--- src/rtl/rx_sysif_pkg.sv ---
package rx_sysif_pkg;
  typedef enum logic [1:0] {
    RXM_SUB_SR = 2'b00,
    RXM_AMI_SR = 2'b01,
    RXM_SUB_DR = 2'b10,
    RXM_BYPASS = 2'b11
  } rx_mode_e;

  typedef struct packed {
    logic pos;
    logic neg;
    logic cv;
  } rx_sym_t;

  localparam int unsigned MIN_DEPTH = 8;
endpackage

--- src/rtl/rx_bit_phase.sv ---
module rx_bit_phase (
  input  logic clk_i,
  input  logic rst_ni,
  output logic ph_o,
  output logic adv_o
);
  always_ff @(posedge clk_i or negedge rst_ni) begin
    if (!rst_ni) ph_o <= 1'b0;
    else         ph_o <= ~ph_o;
  end

  // a bit is taken on the edge where the receive clock rises
  assign adv_o = ~ph_o;
endmodule

--- src/rtl/rx_line_decoder.sv ---
module rx_line_decoder
  import rx_sysif_pkg::*;
#(
  parameter int unsigned DEPTH = 8
) (
  input  logic    clk_i,
  input  logic    rst_ni,
  input  logic    adv_i,
  input  logic    e1_i,
  input  logic    sub_en_i,
  input  logic    pos_i,
  input  logic    neg_i,
  output rx_sym_t tail_o
);
  localparam int unsigned WIN = (DEPTH < MIN_DEPTH) ? MIN_DEPTH : DEPTH;

  rx_sym_t          stg_q [WIN];
  rx_sym_t          win   [WIN];
  rx_sym_t          in_sym;
  logic [WIN-1:0]   mk, vl, clr;
  logic             last_pos_q, seen_q;
  logic             b8zs_hit, hdb3_hit;

  always_comb begin
    in_sym.pos = pos_i;
    in_sym.neg = neg_i & ~pos_i;
    in_sym.cv  = (pos_i | neg_i) & seen_q & (pos_i == last_pos_q);
  end

  assign win[0] = in_sym;
  assign mk[0]  = in_sym.pos | in_sym.neg;
  assign vl[0]  = in_sym.cv;

  for (genvar i = 1; i < WIN; i++) begin : g_win
    assign win[i] = stg_q[i-1];
    assign mk[i]  = stg_q[i-1].pos | stg_q[i-1].neg;
    assign vl[i]  = stg_q[i-1].cv;
  end

  // index 0 is the newest bit; patterns read oldest to newest from the top
  always_comb begin
    b8zs_hit = sub_en_i & ~e1_i & ~mk[7] & ~mk[6] & ~mk[5] & mk[4] & vl[4] &
               mk[3] & ~vl[3] & ~mk[2] & mk[1] & vl[1] & mk[0] & ~vl[0];
    hdb3_hit = sub_en_i & e1_i & mk[0] & vl[0] & ~mk[1] & ~mk[2] &
               ~(mk[3] & vl[3]);
    clr      = '0;
    if (b8zs_hit) begin
      clr[4] = 1'b1;
      clr[3] = 1'b1;
      clr[1] = 1'b1;
      clr[0] = 1'b1;
    end
    if (hdb3_hit) begin
      clr[3] = 1'b1;
      clr[0] = 1'b1;
    end
  end

  for (genvar i = 0; i < WIN; i++) begin : g_stg
    always_ff @(posedge clk_i or negedge rst_ni) begin
      if (!rst_ni)    stg_q[i] <= '0;
      else if (adv_i) stg_q[i] <= clr[i] ? '0 : win[i];
    end
  end

  always_ff @(posedge clk_i or negedge rst_ni) begin
    if (!rst_ni) begin
      last_pos_q <= 1'b0;
      seen_q     <= 1'b0;
    end else if (adv_i && mk[0]) begin
      last_pos_q <= in_sym.pos;
      seen_q     <= 1'b1;
    end
  end

  assign tail_o = stg_q[WIN-1];
endmodule

--- src/rtl/rx_out_format.sv ---
module rx_out_format
  import rx_sysif_pkg::*;
(
  input  logic     clk_i,
  input  logic     rst_ni,
  input  rx_mode_e mode_i,
  input  logic     fall_sel_i,
  input  logic     inv_i,
  input  logic     off_i,
  input  logic     ph_i,
  input  rx_sym_t  tail_i,
  input  logic     raw_pos_i,
  input  logic     raw_neg_i,
  input  logic     los_i,
  output logic     rclk_o,
  output logic     da_o,
  output logic     db_o,
  output logic     los_o
);
  logic da_q, db_q, xclk_q, los_q;
  logic bypass, dual, upd;

  assign bypass = (mode_i == RXM_BYPASS);
  assign dual   = mode_i[1];
  assign upd    = fall_sel_i ? ph_i : ~ph_i;

  always_ff @(posedge clk_i or negedge rst_ni) begin
    if (!rst_ni) begin
      da_q   <= 1'b0;
      db_q   <= 1'b0;
      xclk_q <= 1'b0;
      los_q  <= 1'b0;
    end else begin
      los_q  <= los_i;
      xclk_q <= raw_pos_i ^ raw_neg_i;
      if (bypass) begin
        da_q <= raw_pos_i ^ inv_i;
        db_q <= raw_neg_i ^ inv_i;
      end else if (upd) begin
        da_q <= (dual ? tail_i.pos : (tail_i.pos | tail_i.neg)) ^ inv_i;
        db_q <= (dual ? tail_i.neg : tail_i.cv) ^ inv_i;
      end
    end
  end

  assign rclk_o = (bypass ? xclk_q : ph_i) & ~off_i;
  assign da_o   = da_q  & ~off_i;
  assign db_o   = db_q  & ~off_i;
  assign los_o  = los_q & ~off_i;
endmodule

--- src/rtl/rx_line_sysif.sv ---
module rx_line_sysif
  import rx_sysif_pkg::*;
#(
  parameter int unsigned DEPTH = 8
) (
  input  logic       clk_i,
  input  logic       rst_ni,
  input  logic       e1_sel_i,
  input  logic [1:0] rx_mode_i,
  input  logic       fall_edge_i,
  input  logic       data_inv_i,
  input  logic       rx_off_i,
  input  logic       rail_pos_i,
  input  logic       rail_neg_i,
  input  logic       los_i,
  output logic       rclk_o,
  output logic       rd_o,
  output logic       rdn_o,
  output logic       los_o
);
  rx_mode_e mode;
  rx_sym_t  tail;
  logic     ph, adv;

  assign mode = rx_mode_e'(rx_mode_i);

  rx_bit_phase u_phase (
    .clk_i (clk_i),
    .rst_ni(rst_ni),
    .ph_o  (ph),
    .adv_o (adv)
  );

  rx_line_decoder #(.DEPTH(DEPTH)) u_dec (
    .clk_i   (clk_i),
    .rst_ni  (rst_ni),
    .adv_i   (adv),
    .e1_i    (e1_sel_i),
    .sub_en_i(~rx_mode_i[0]),
    .pos_i   (rail_pos_i),
    .neg_i   (rail_neg_i),
    .tail_o  (tail)
  );

  rx_out_format u_fmt (
    .clk_i     (clk_i),
    .rst_ni    (rst_ni),
    .mode_i    (mode),
    .fall_sel_i(fall_edge_i),
    .inv_i     (data_inv_i),
    .off_i     (rx_off_i),
    .ph_i      (ph),
    .tail_i    (tail),
    .raw_pos_i (rail_pos_i),
    .raw_neg_i (rail_neg_i),
    .los_i     (los_i),
    .rclk_o    (rclk_o),
    .da_o      (rd_o),
    .db_o      (rdn_o),
    .los_o     (los_o)
  );
endmodule

--- config.mk ---
export PLATFORM = sky130hd
export DESIGN_NAME = rx_line_sysif
export DESIGN_NICKNAME = d
export VERILOG_FILES = /design/src/rtl/rx_sysif_pkg.sv /design/src/rtl/rx_bit_phase.sv /design/src/rtl/rx_line_decoder.sv /design/src/rtl/rx_out_format.sv /design/src/rtl/rx_line_sysif.sv
export SDC_FILE = /design/constraint.sdc
export NUM_CORES = 1
export LEC_CHECK = 0
export ABC_AREA = 1
export BUFFER_PORTS_ARGS = -buffer_cell sky130_fd_sc_hd__buf_2
export CORE_MARGIN = 2
export CORE_UTILIZATION = 57
export DETAILED_ROUTE_END_ITERATION = 8
export HOLD_SLACK_MARGIN = 0.05
export PLACE_DENSITY = 0.78
export SYNTH_ARGS = -nofsm -noshare
export SYNTH_HDL_FRONTEND = slang
export SYNTH_HIERARCHICAL = 1
export SYNTH_SLANG_ARGS = --single-unit
--- constraint.sdc ---
create_clock -name clk_i -period 1.4 [get_ports clk_i]
set_input_delay 0.28 -clock clk_i [delete_from_list [all_inputs] [get_ports clk_i]]
set_output_delay 0.28 -clock clk_i [all_outputs]
set_load 0.01 [all_outputs]
==> results.json <==
{
  "power.density_mw_per_mm2": 973,
  "status": "complete, no violations",
  "worst_setup_path_end_kind": "primary output",
  "cts_tree": "built",
  "start_kind": "flip-flop",
  "num_antenna_cells": 0,
  "drt_pass1_iterations": 4,
  "setup_viol": 0,
  "worst_pin_slew_ps": 380,
  "dr.max_layer_used": "met4",
  "max_freq_mhz": 764,
  "dpl_cell_area_mm2": 0.00163,
  "h-tree-depth": 2,
  "hold_viol_final": 0,
  "drtAntennaViolNets": 0,
  "drv_cap": 0,
  "crit_fanout": 3,
  "syn_area_mm2": 0.00155,
  "routedWlPerCell_um": 10.9,
  "portBuffers": 14,
  "finalInstanceArea_mm2": 0.00172,
  "dp.final_hpwl_mm": 2.04,
  "critPathMaxStageDelay_ps": 370,
  "synth_edf_count": 0,
  "initial_core_util_pct": 61.5,
  "p_leak_nw": 1.01,
  "finalCriticalPeriod_ps": 1310,
  "drt-initial-drc-count": 72,
  "synth.most_common_cell": "nand2_1",
  "drc": 0,
  "antenna_found_initial": 0,
  "drive_above_1_share_pct": 13.1,
  "dieArea_mm2": 0.00315,
  "io_pins": 15,
  "synth_top_area_cell": "dfrtp_1",
  "hp-class": "input port to flip-flop",
  "core_area_mm2": 0.00252,
  "synth_common_cells": "nand2_1 (76), inv_1 (40), dfrtp_1 (31), nand3_1 (22), nor2_1 (16)",
  "clock-sinks": 31,
  "grt_pass1_wl_mm": 5.12,
  "grt_overflow": 0,
  "crit_required_ps": 1120,
  "die_h_um": 56.2,
  "die_w_um": 56.2,
  "nFillCells": 230,
  "vdd_ir_drop_max_uv": 835,
  "wirelength_mm": 2.92,
  "synth-seq-cells": 31,
  "synth_top_area_share_pct": 50.0,
  "clkTransAtPathRegs_ps": 90,
  "crit_chain": "nand2_1 > a21oi_1 > buf_2",
  "gp_congestion": 0.847,
  "grtUsageTotal_pct": 21.2,
  "syn_avg_cell_area_um2": 7.21,
  "viasPerCell": 5.00,
  "wl_met3_um": 168,
  "wl_met1_mm": 1.31,
  "nets": 247,
  "dp_slack_ps": 24.8,
  "num_vias": 1334,
  "dr_wl_met2_mm": 1.38,
  "clock_skew_ps": 5.11,
  "worstPathArrival_ps": 1030,
  "grt_pass1_vias": 1206,
  "areaGrowthSynthToFinish_pct": 11.2,
  "slew_headroom_pct": 74.7,
  "cp_slowest_cell": "dfrtp_1",
  "cts_root_buffer": "clkbuf_4",
  "synth-main-ff-cell": "dfrtp_1",
  "finalCritPeriodShare_pct": 93.5,
  "synthTopCellsByArea": "dfrtp_1 (50%), nand2_1 (18%), inv_1 (9.7%)",
  "yosysSeqAreaShare_pct": 50.0,
  "grt_max_degree": 32,
  "row_count": 18,
  "async_flop_share_pct": 100,
  "clkLatencyLatePin_ps": 320,
  "yosys_warnings": 6,
  "cts_buffers": 5,
  "ys_types": 17,
  "clock_path_buffers": 2,
  "setup_slack_ps": 90.7,
  "slew_viol_final": 0,
  "syn_inst": 215,
  "critPathKind": "flip-flop to primary output",
  "synth_fp_nets": 226
}
## final cells by class
| cell class | instances | area (um^2) | share of cell area, % |
|---|---|---|---|
| inverters | 41 | 154 | 8.93 |
| clock buffers | 7 | 45.0 | 2.61 |
| well taps | 30 | 37.5 | 2.18 |
| repair buffers | 22 | 135 | 7.84 |
| multi-input cells | 135 | 572 | 33.2 |
| flip-flops and latches | 31 | 776 | 45.0 |
| clock inverters | 1 | 5.00 | 0.290 |
## registers in the layout, indices dropped and copies added (netlist names)
name and count:
u_dec/seen_q 1, u_phase/ph_o 1, u_dec/stg_q 21, u_fmt/xclk_q 1, u_dec/tail_o 3, u_fmt/da_q 1
u_fmt/los_q 1, u_fmt/db_q 1, u_dec/last_pos_q 1
## kinds of logic (layout without fill, tap and decap cells)
| family | after synthesis | count (layout) | synth area share [%] |
|---|---|---|---|
| compound gates | 14 | 14 | 4.52 |
| xor+xnor | 1 | 1 | 0.565 |
| buf+inv | 50 | 71 | 13.6 |
| flops | 31 | 31 | 50.0 |
| simple gates | 119 | 120 | 31.2 |
## final timing paths
| path | startpoint | endpoint | slack [ps] | cells past startpoint |
|---|---|---|---|---|
| worst max-delay path | u_phase/ph_o | rclk_o | 90 | 3 |
| worst min-delay path | rail_neg_i | u_fmt/xclk_q | 200 | 2 |
| worst max register to register | u_dec/stg_q[19] | u_dec/stg_q[14] | 110 | 8 |
| worst min register to register | u_dec/stg_q[6] | u_dec/stg_q[6] | 480 | 2 |
| max in group asynchronous | rst_ni | u_fmt/xclk_q | 630 | 3 |
| min in group asynchronous | rst_ni | u_dec/stg_q[8] | 480 | 3 |
## metrics by stage
step	TNS, ps	hold WS (ps)	instances	total power [W]	utilization, %
2_1_floorplan	0	-15.6	215	0.00113	-
3_3_place_gp	0	307	254	0.00120	64.6
3_5_place_dp	0	313	254	0.00121	64.6
4_1_cts	0	189	264	0.00170	67.4
5_1_grt	-69.7	213	267	0.00178	68.4
6_report	0	205	267	0.00168	68.4
## routing by layer
layer  track usage (%)  vias up
met5                 0        -
met2              33.8       38
met1              26.4      604
met4              11.2        0
met3              5.35        7
li1                  -      685
## layout by cell type (no fill, tap or decap), drive strengths merged
master	instances
xor2	1
a21oi	2
nand2	78
clkinv	1
dlygate4sd3	2
o21ai	12
buf	20
nand4	1
nor3	2
dfrtp	31
clkbuf	7
nor2	17
nand3	22
inv	41
## repair_timing
item | in CTS | in global routing
setup endpoints to repair | 0 | 12
setup buffers | 0 | 2
hold buffers | 2 | 0
endpoints found under the hold margin | 32 | 0
gates resized for setup | 0 | 2
## worst max-delay path: cells and delay by family (launching register included)
kind / cells / cell delay [ps]
DFF: 1 / 370
buffers and inverters: 1 / 140
AOI/OAI and AO/OA: 1 / 130
and+or+nand+nor: 1 / 60
## where the power goes
part	leakage, nW	internal, W	switching (W)
sequential	0.370	0.000957	0.0000388
clock	0.0293	0.000195	0.000282
combinational	0.607	0.0000811	0.000124
total	1.01	0.00123	0.000445
Note: power is estimated with default switching activity, not from simulation.
